**src/rtl/pp_cm_xfer.sv**
```systemverilog
module pp_cm_xfer #(
  parameter int CAW = 24,
  parameter int PAW = 12,
  parameter int PW  = 12,
  parameter int DW  = 6
) (
  input  logic                 clk,
  input  logic                 rst_n,
  input  logic                 cmd_valid,
  input  logic [5:0]           cmd_op,
  input  logic [DW-1:0]        cmd_d,
  input  logic [PAW-1:0]       cmd_m,
  input  logic [17:0]          cmd_a,
  input  logic [CAW-7:0]       reloc,
  input  logic [CAW-1:0]       wlim_lo,
  input  logic [CAW-1:0]       wlim_hi,
  output logic                 busy,
  output logic                 done,
  output logic                 err,
  output logic                 cm_req,
  output logic                 cm_we,
  output logic [CAW-1:0]       cm_addr,
  output logic [5*PW-1:0]      cm_wdata,
  input  logic                 cm_ack,
  input  logic [5*PW-1:0]      cm_rdata,
  output logic                 pp_req,
  output logic                 pp_we,
  output logic [PAW-1:0]       pp_addr,
  output logic [PW-1:0]        pp_wdata,
  input  logic                 pp_ack,
  input  logic [PW-1:0]        pp_rdata
);
  localparam int SLICES = 5;
  localparam int CW     = SLICES * PW;
  localparam int KW     = $clog2(SLICES);
  localparam int RW     = CAW - 6;

  typedef enum logic [2:0] {S_IDLE, S_CMRD, S_PPWR, S_PPRD, S_CMWR, S_FIN} st_t;

  st_t            st;
  logic [DW-1:0]  cnt;
  logic [PAW-1:0] ppa;
  logic [16:0]    off;
  logic           rel;
  logic [RW-1:0]  base;
  logic [CW-1:0]  sh;
  logic [KW-1:0]  k;

  wire op_ok    = cmd_op[5:2] == 4'b1100;
  wire accept   = cmd_valid && st == S_IDLE && op_ok;
  wire is_blk   = cmd_op[0];
  wire is_wr    = cmd_op[1];
  wire last_k   = k == KW'(SLICES - 1);
  wire last_w   = cnt == DW'(1);

  wire [CAW-1:0] abs_a = rel ? {base, 6'b0} + CAW'(off) : CAW'(off);
  wire           in_win = abs_a >= wlim_lo && abs_a <= wlim_hi;

  assign busy     = st != S_IDLE;
  assign done     = st == S_FIN;
  assign cm_req   = st == S_CMRD || (st == S_CMWR && in_win);
  assign cm_we    = st == S_CMWR;
  assign cm_addr  = abs_a;
  assign cm_wdata = sh;
  assign pp_req   = st == S_PPWR || st == S_PPRD;
  assign pp_we    = st == S_PPWR;
  assign pp_addr  = ppa;
  assign pp_wdata = sh[CW-1 -: PW];

  always_ff @(posedge clk) begin
    if (!rst_n) begin
      st   <= S_IDLE;
      err  <= 1'b0;
      cnt  <= '0;
      ppa  <= '0;
      off  <= '0;
      rel  <= 1'b0;
      base <= '0;
      sh   <= '0;
      k    <= '0;
    end else begin
      case (st)
        S_IDLE: if (accept) begin
          cnt  <= is_blk ? cmd_d : DW'(1);
          ppa  <= is_blk ? cmd_m : PAW'(cmd_d);
          off  <= cmd_a[16:0];
          rel  <= cmd_a[17];
          base <= reloc;
          err  <= 1'b0;
          k    <= '0;
          if (is_blk && cmd_d == '0) st <= S_FIN;
          else                       st <= is_wr ? S_PPRD : S_CMRD;
        end
        S_CMRD: if (cm_ack) begin
          sh <= cm_rdata;
          k  <= '0;
          st <= S_PPWR;
        end
        S_PPWR: if (pp_ack) begin
          sh  <= sh << PW;
          ppa <= ppa + 1'b1;
          k   <= k + 1'b1;
          if (last_k) begin
            k   <= '0;
            cnt <= cnt - 1'b1;
            off <= off + 1'b1;
            st  <= last_w ? S_FIN : S_CMRD;
          end
        end
        S_PPRD: if (pp_ack) begin
          sh  <= {sh[CW-PW-1:0], pp_rdata};
          ppa <= ppa + 1'b1;
          k   <= k + 1'b1;
          if (last_k) begin
            k  <= '0;
            st <= S_CMWR;
          end
        end
        S_CMWR: if (!in_win || cm_ack) begin
          if (!in_win) err <= 1'b1;
          cnt <= cnt - 1'b1;
          off <= off + 1'b1;
          st  <= last_w ? S_FIN : S_PPRD;
        end
        S_FIN:   st <= S_IDLE;
        default: st <= S_IDLE;
      endcase
    end
  end
endmodule

```
**config.mk**
```make
export PLATFORM = sky130hd
export DESIGN_NAME = pp_cm_xfer
export DESIGN_NICKNAME = d
export VERILOG_FILES = /design/src/rtl/pp_cm_xfer.sv
export SDC_FILE = /design/constraint.sdc
export NUM_CORES = 1
export LEC_CHECK = 0
export CORE_MARGIN = 4
export CORE_UTILIZATION = 50
export CTS_BUF_LIST = sky130_fd_sc_hd__clkbuf_4
export DETAILED_ROUTE_END_ITERATION = 8
export GPL_TIMING_DRIVEN = 0
export PLACE_DENSITY = 0.89
export SLEW_MARGIN = 5
export SYNTH_ARGS = -nofsm -noshare
export SYNTH_HDL_FRONTEND = slang
export SYNTH_SLANG_ARGS = --single-unit
export TNS_END_PERCENT = 50
```
**constraint.sdc**
```tcl
create_clock -name clk -period 11.3 [get_ports clk]
set_input_delay 2.26 -clock clk [delete_from_list [all_inputs] [get_ports clk]]
set_output_delay 2.26 -clock clk [all_outputs]
set_load 0.05 [all_outputs]
```
==> results.yml, run 1 <==
run_status:
  status: "complete, no violations"
worst_setup_path:
  worstPathArrival_ns: 6.52
  start_kind: "flip-flop"
  required_ns: 9.04
  endpoint_kind: "output pin"
  path_max_fanout: 9
  worstSetupPathType: "reg2out"
cts:
  cts_sinks: 121
  clock_path_buffers: 2
  cts_inserted_buffers: 17
  cts_root_buf: "clkbuf_4"
  clk_latency_ns: 0.54
  post_cts_resized: 0
  cts_tree: "done"
  htree_levels: 4
  clk_pin_slew_worst_paths_ns: 0.11
  cts_setup_buffers: 0
  hold_buffers: 0
sta:
  tightest_slew_ns: 1.12
  min_period_ns: 8.78
  hold_viol_final: 0
  worst_slack_ns: 2.52
  slew_headroom_pct: 24.8
  drv_slew: 0
  timing.final.crit_share_pct: 77.7
  finalSetupTns_ns: 0
  fmax_mhz: 114
  rsz0062_at_grt: "no"
  finalSetupViolCount: 0
  finalHoldWorstSlack_ns: 0.469
  worst_clock_skew_ns: 0.0172
final_layout:
  diodes: 0
  final_layout_size_suffix_gt1_share_pct: 4.76
  syn_to_final_growth_pct: 44.3
  final_common_cell: "clkdlybuf4s50_1"
  fin_nets: 1688
  layout_common_cells: "299 x clkdlybuf4s50_1, 210 x nand2_1, 127 x nor2_1"
  fin_util_pct: 73.8
route:
  drtPass1Iterations: 9
  drt.antenna.violating_nets: 0
  drt_wl_total_um: 31900
  post_drt_wl_per_cell_um: 19.1
  vias_per_cell: 5.90
  drtIter0Drc: 1017
  drcViolationCount: 0
  vias: 9835
power_and_ir_drop:
  combinationalPowerShare_pct: 34.2
  peakVddDrop_mv: 0.115
  leakagePower_nw: 4.65
  clkPwrFrac_pct: 28.6
  power_mw: 1.32
  p_seq_share_pct: 37.2
  power_report.internal_total_mw: 0.842
  power_density_nw_per_um2: 112
  p_sw_mw: 0.473
  switching_share_pct: 36.0
synthesis:
  synth_ff_type: "dfxtp_1"
  synth_area_per_cell_sq_um: 7.29
  yosysWarnings: 0
  synth_nets: 1370
  synth_seq_cells: 121
  synth.yosys.seq_area_share_pct: 29.7
  syn-cell-area_sq_um: 8150
  syn_inst: 1119
  async_flop_share_pct: 0
  synth_cell_types: 66
  synth-edff-count: 0
place:
  io_buffers: 299
  hpwl_um: 25300
  place_ws_ns: 3.28
  gp_congestion: 0.960
global_route:
  grt_pass1_wl_um: 48900
  grt_pass1_vias: 9317
  antenna_found_initial: 0
  gr-usage-all-layers_pct: 33.5
  grt_max_degree: 17
  overflow: 0
floorplan:
  coreArea_sq_um: 15900
  initial_core_util_pct: 51.1
  die_w_um: 136
  row_count: 46
  die_area_sq_um: 18400
  ioPinCount: 300
  die_h_um: 136
worst_hold_path:
  min_path_type: "reg2reg"
run:
  max-cap-violations: 0
[logic make-up (layout without fill, tap and decap cells)]
group	Yosys count	after routing	share of synthesized area, %
buffers and inverters	160	491	8.52
flip-flops	121	121	29.7
adder cells (fa/ha/maj)	66	66	10.2
AO/OA/AOI/OAI	290	290	24.3
multiplexers	17	17	2.18
XOR/XNOR	10	10	1.07
AND/OR/NAND/NOR	455	455	24.0
[final cells by class]
type                    count  area [sq um]
plain buffers              92           439
clock buffers              20           150
clock inverters            12           198
fillers                  1236          4180
inverters                  68           255
multi-input cells         838          5040
flip-flops and latches    121          2420
well taps                 216           270
repair buffers            299          2990
[layer usage]
metal / global-route usage (%) / share of wire, %
met3: 10.1 / 11
met1: 40.5 / 38
met4: 13.3 / 4.2
met2: 55.8 / 47
met5: 0 / 0
[flip-flops by register name, indices dropped and copies added, names as in the netlist, 3 cells and up]
name,count
off,17
pp_addr,12
k,3
cm_wdata,60
st,3
cnt,6
base,18
[synth_stat cells, types with 13 or more instances]
master / count / area (sq um)
nand2_1: 210 / 788
nor2_1: 127 / 477
dfxtp_1: 121 / 2420
a21oi_1: 89 / 445
clkbuf_1: 66 / 248
inv_1: 66 / 248
ha_1: 65 / 813
a311oi_1: 61 / 534
o21ai_0: 44 / 220
nand3_1: 33 / 165
nor3_1: 22 / 110
buf_4: 18 / 135
and3_1: 13 / 81.3
[worst max-delay path: stages (launching register included)]
cell,delay [ns]
dfxtp_1,0.50
ha_1,0.26
inv_1,0.07
fa_1,0.41
nor2b_1,0.17
o21ai_0,0.12
a21boi_0,0.30
o311a_1,0.27
o2111ai_1,0.19
a21boi_0,0.28
mux2i_1,0.39
ha_1,0.33
a21o_1,0.19
a22o_1,0.22
o21ai_0,0.15
nand3b_1,0.15
o21a_1,0.21
clkbuf_1,0.24
or3_1,0.40
a21oi_1,0.27
clkdlybuf4s50_1,0.87
[stage by stage]
stage / cells / instance area (sq um)
2_1_floorplan: 1119 / 8150
3_5_place_dp: 1634 / 11400
5_1_grt: 1666 / 11800
4_1_cts: 1666 / 11800
6_report: 1666 / 11800
3_3_place_gp: 1634 / 11400
[power groups by stage]
| stage | Clock (mW) | Combinational (mW) | Sequential (mW) |
|---|---|---|---|
| after floorplan | 0 | 0.191 | 0.562 |
| after global placement | 0 | 0.435 | 0.497 |
| after detailed placement | 0 | 0.443 | 0.497 |
| after CTS | 0.374 | 0.446 | 0.488 |
| after global routing | 0.391 | 0.478 | 0.493 |
| final | 0.376 | 0.449 | 0.490 |
[worst paths after layout]
| check | slack [ns] | end | depth (start not counted) | startpoint |
|---|---|---|---|---|
| max | 2.52 | cm_req | 20 | off[6]$_SDFFE_PN0P_ |
| min | 0.47 | base[9]$_SDFFE_PN0P_ | 2 | base[9]$_SDFFE_PN0P_ |
| max reg2reg | 5.49 | off[8]$_SDFFE_PN0P_ | 18 | off[6]$_SDFFE_PN0P_ |
| min reg2reg | 0.47 | base[9]$_SDFFE_PN0P_ | 2 | base[9]$_SDFFE_PN0P_ |
(Power assumes the default switching activity.)
==> run 2: changes to the inputs <==
--- a/config.mk
+++ b/config.mk
@@ -6,11 +6,11 @@
 export NUM_CORES = 1
 export LEC_CHECK = 0
 export CORE_MARGIN = 4
-export CORE_UTILIZATION = 50
+export CORE_UTILIZATION = 47
 export CTS_BUF_LIST = sky130_fd_sc_hd__clkbuf_4
 export DETAILED_ROUTE_END_ITERATION = 8
 export GPL_TIMING_DRIVEN = 0
-export PLACE_DENSITY = 0.89
+export PLACE_DENSITY = 0.84
 export SLEW_MARGIN = 5
 export SYNTH_ARGS = -nofsm -noshare
 export SYNTH_HDL_FRONTEND = slang
==> constraint.sdc (replaced) <==
create_clock -name clk -period 9 [get_ports clk]
set_input_delay 1.8 -clock clk [delete_from_list [all_inputs] [get_ports clk]]
set_output_delay 1.8 -clock clk [all_outputs]
set_load 0.05 [all_outputs]
==> results.yml, run 2 (synthesis gave the netlist of run 1 again) <==
worst_hold_path:
  holdPathStages: 2
  hold_end: "err$_SDFFE_PN0P_"
  min_path_type: "reg2reg"
  hold_start: "err$_SDFFE_PN0P_"
final_layout:
  final_common_cell: "clkdlybuf4s50_1"
  largest_reg_flops: 60
  layout_common_cells: "299 x clkdlybuf4s50_1, 210 x nand2_1, 127 x nor2_1"
  syn_to_final_growth_pct: 44.7
  fin_nets: 1688
  stdcell_count: 1672
  final_area_sq_um: 11800
  final_layout_size_suffix_gt1_share_pct: 4.69
route:
  post_drt_wl_per_cell_um: 19.3
  vias_per_cell: 5.86
  vias: 9802
  drt.antenna.violating_nets: 0
  drtIter0Drc: 927
  drt_wl_total_um: 32200
  drcViolationCount: 0
  drtPass1Iterations: 7
worst_setup_path:
  worstSetupPathType: "reg2out"
  worstPathArrival_ns: 6.40
  crit_chain: "clkbuf_1, inv_1, fa_1, nor2b_1, o21ai_0, a21boi_0, o311a_1, o2111ai_1, a21boi_0, mux2i_1, ha_1, and4_1, nand4_1, nor3_1, nand2_1, o21a_1, clkbuf_1, or3_1, a21oi_1, clkdlybuf4s50_1"
  rrSetupSlack_ns: 3.35
  ff2ff_path_depth: 20
  required_ns: 7.20
  path_max_fanout: 9
  timing.rr.end: "off[15]$_SDFFE_PN0P_"
  endpoint_kind: "output pin"
  crit_path_top_delay_cell: "clkdlybuf4s50_1"
  worst-path-buf-inv: 4
  r2r-start: "off[7]$_SDFFE_PN0P_"
  start_kind: "flip-flop"
  crit_family: "buffers and inverters"
  max_stage_delay_ns: 0.86
floorplan:
  row_count: 47
  die_area_sq_um: 19500
  coreArea_sq_um: 16800
  initial_core_util_pct: 48.5
  die_h_um: 140
  ioPinCount: 300
  die_w_um: 140
sta:
  finalSetupViolCount: 0
  slew_headroom_pct: 37.3
  rsz0062_at_grt: "no"
  fmax_mhz: 122
  finalHoldWorstSlack_ns: 0.470
  tightest_slew_ns: 0.934
  min_period_ns: 8.20
  finalSetupTns_ns: 0
  worst_clock_skew_ns: 0.0150
  hold_viol_final: 0
  drv_slew: 0
  timing.final.crit_share_pct: 91.2
cts:
  post_cts_resized: 0
  cts_sinks: 121
  cts_tree: "done"
  clk_pin_slew_worst_paths_ns: 0.11
  cts_inserted_buffers: 17
  htree_levels: 4
  clk_latency_ns: 0.57
  cts_root_buf: "clkbuf_4"
  hold_buffers: 0
  cts_setup_buffers: 0
  clock_path_buffers: 2
power_and_ir_drop:
  power_density_nw_per_um2: 142
  leakagePower_nw: 4.66
  peakVddDrop_mv: 0.113
  power_mw: 1.68
global_route:
  grt_max_degree: 17
  gr-usage-all-layers_pct: 31.7
  grt_pass1_wl_um: 50100
  grt_pass1_vias: 9448
  antenna_found_initial: 3
  overflow: 0
run:
  max-cap-violations: 0
place:
  hpwl_um: 25700
  io_buffers: 299
  gp_congestion: 0.938
  place_area_sq_um: 11400
  dp.cells: 1638
run_status:
  status: "complete, no violations"
[run 2: how the worst max path moves through the flow]
stage | slack [ns] | end | startpoint | cells after the start
after floorplan | 1.60 | cm_req | off[7]$_SDFFE_PN0P_ | 19
after global placement | 1.51 | cm_req | off[7]$_SDFFE_PN0P_ | 20
after detailed placement | 1.49 | cm_req | off[7]$_SDFFE_PN0P_ | 20
after CTS | 0.83 | cm_req | off[7]$_SDFFE_PN0P_ | 20
after global routing | 0.30 | cm_req | off[7]$_SDFFE_PN0P_ | 20
final | 0.80 | cm_req | off[7]$_SDFFE_PN0P_ | 20
[run 2: stage by stage]
step	worst slack (ns)	util, %
after CTS	0.834	70.1
after floorplan	1.60	-
after global routing	0.297	70.1
after global placement	1.51	67.9
after detailed placement	1.49	67.9
final	0.796	70.1
[run 2: area by class of cell]
cell class	count	area, sq um
multi-input cells	838	5040
fillers	1413	5020
repair buffers	299	2990
flip-flops and latches	121	2420
plain buffers	92	439
well taps	220	275
inverters	68	255
clock inverters	12	223
clock buffers	19	143
diodes	3	7.51
[run 2: power by group]
group / internal (mW) / total [mW] / switching, mW / leakage, nW
sequential: 0.573 / 0.615 / 0.0428 / 0.981
clock: 0.281 / 0.499 / 0.218 / 0.191
combinational: 0.228 / 0.565 / 0.337 / 3.49
total: 1.08 / 1.68 / 0.598 / 4.66
[run 2: routing by layer]
metal,GRT usage [%],vias to the layer above,part of all wire [%]
met4,14.3,0,4.9
met5,0,-,0
met1,38.0,4476,38
li1,-,4610,-
met2,52.0,605,46
met3,10.1,111,11
[run 2: worst reg2reg max path: stages, from the launching register on]
cell       delay (ns)
dfxtp_1          0.38
clkbuf_1         0.30
inv_1            0.12
fa_1             0.48
nor2b_1          0.12
o21ai_0          0.10
a21boi_0         0.28
o311a_1          0.26
o2111ai_1        0.20
a21boi_0         0.31
mux2i_1          0.39
ha_1             0.18
and4_1           0.28
nand4_1          0.16
nor3_1           0.35
o31a_1           0.21
o21a_1           0.10
clkbuf_1         0.43
clkbuf_1         0.45
o21ai_0          0.17
a32o_1           0.28
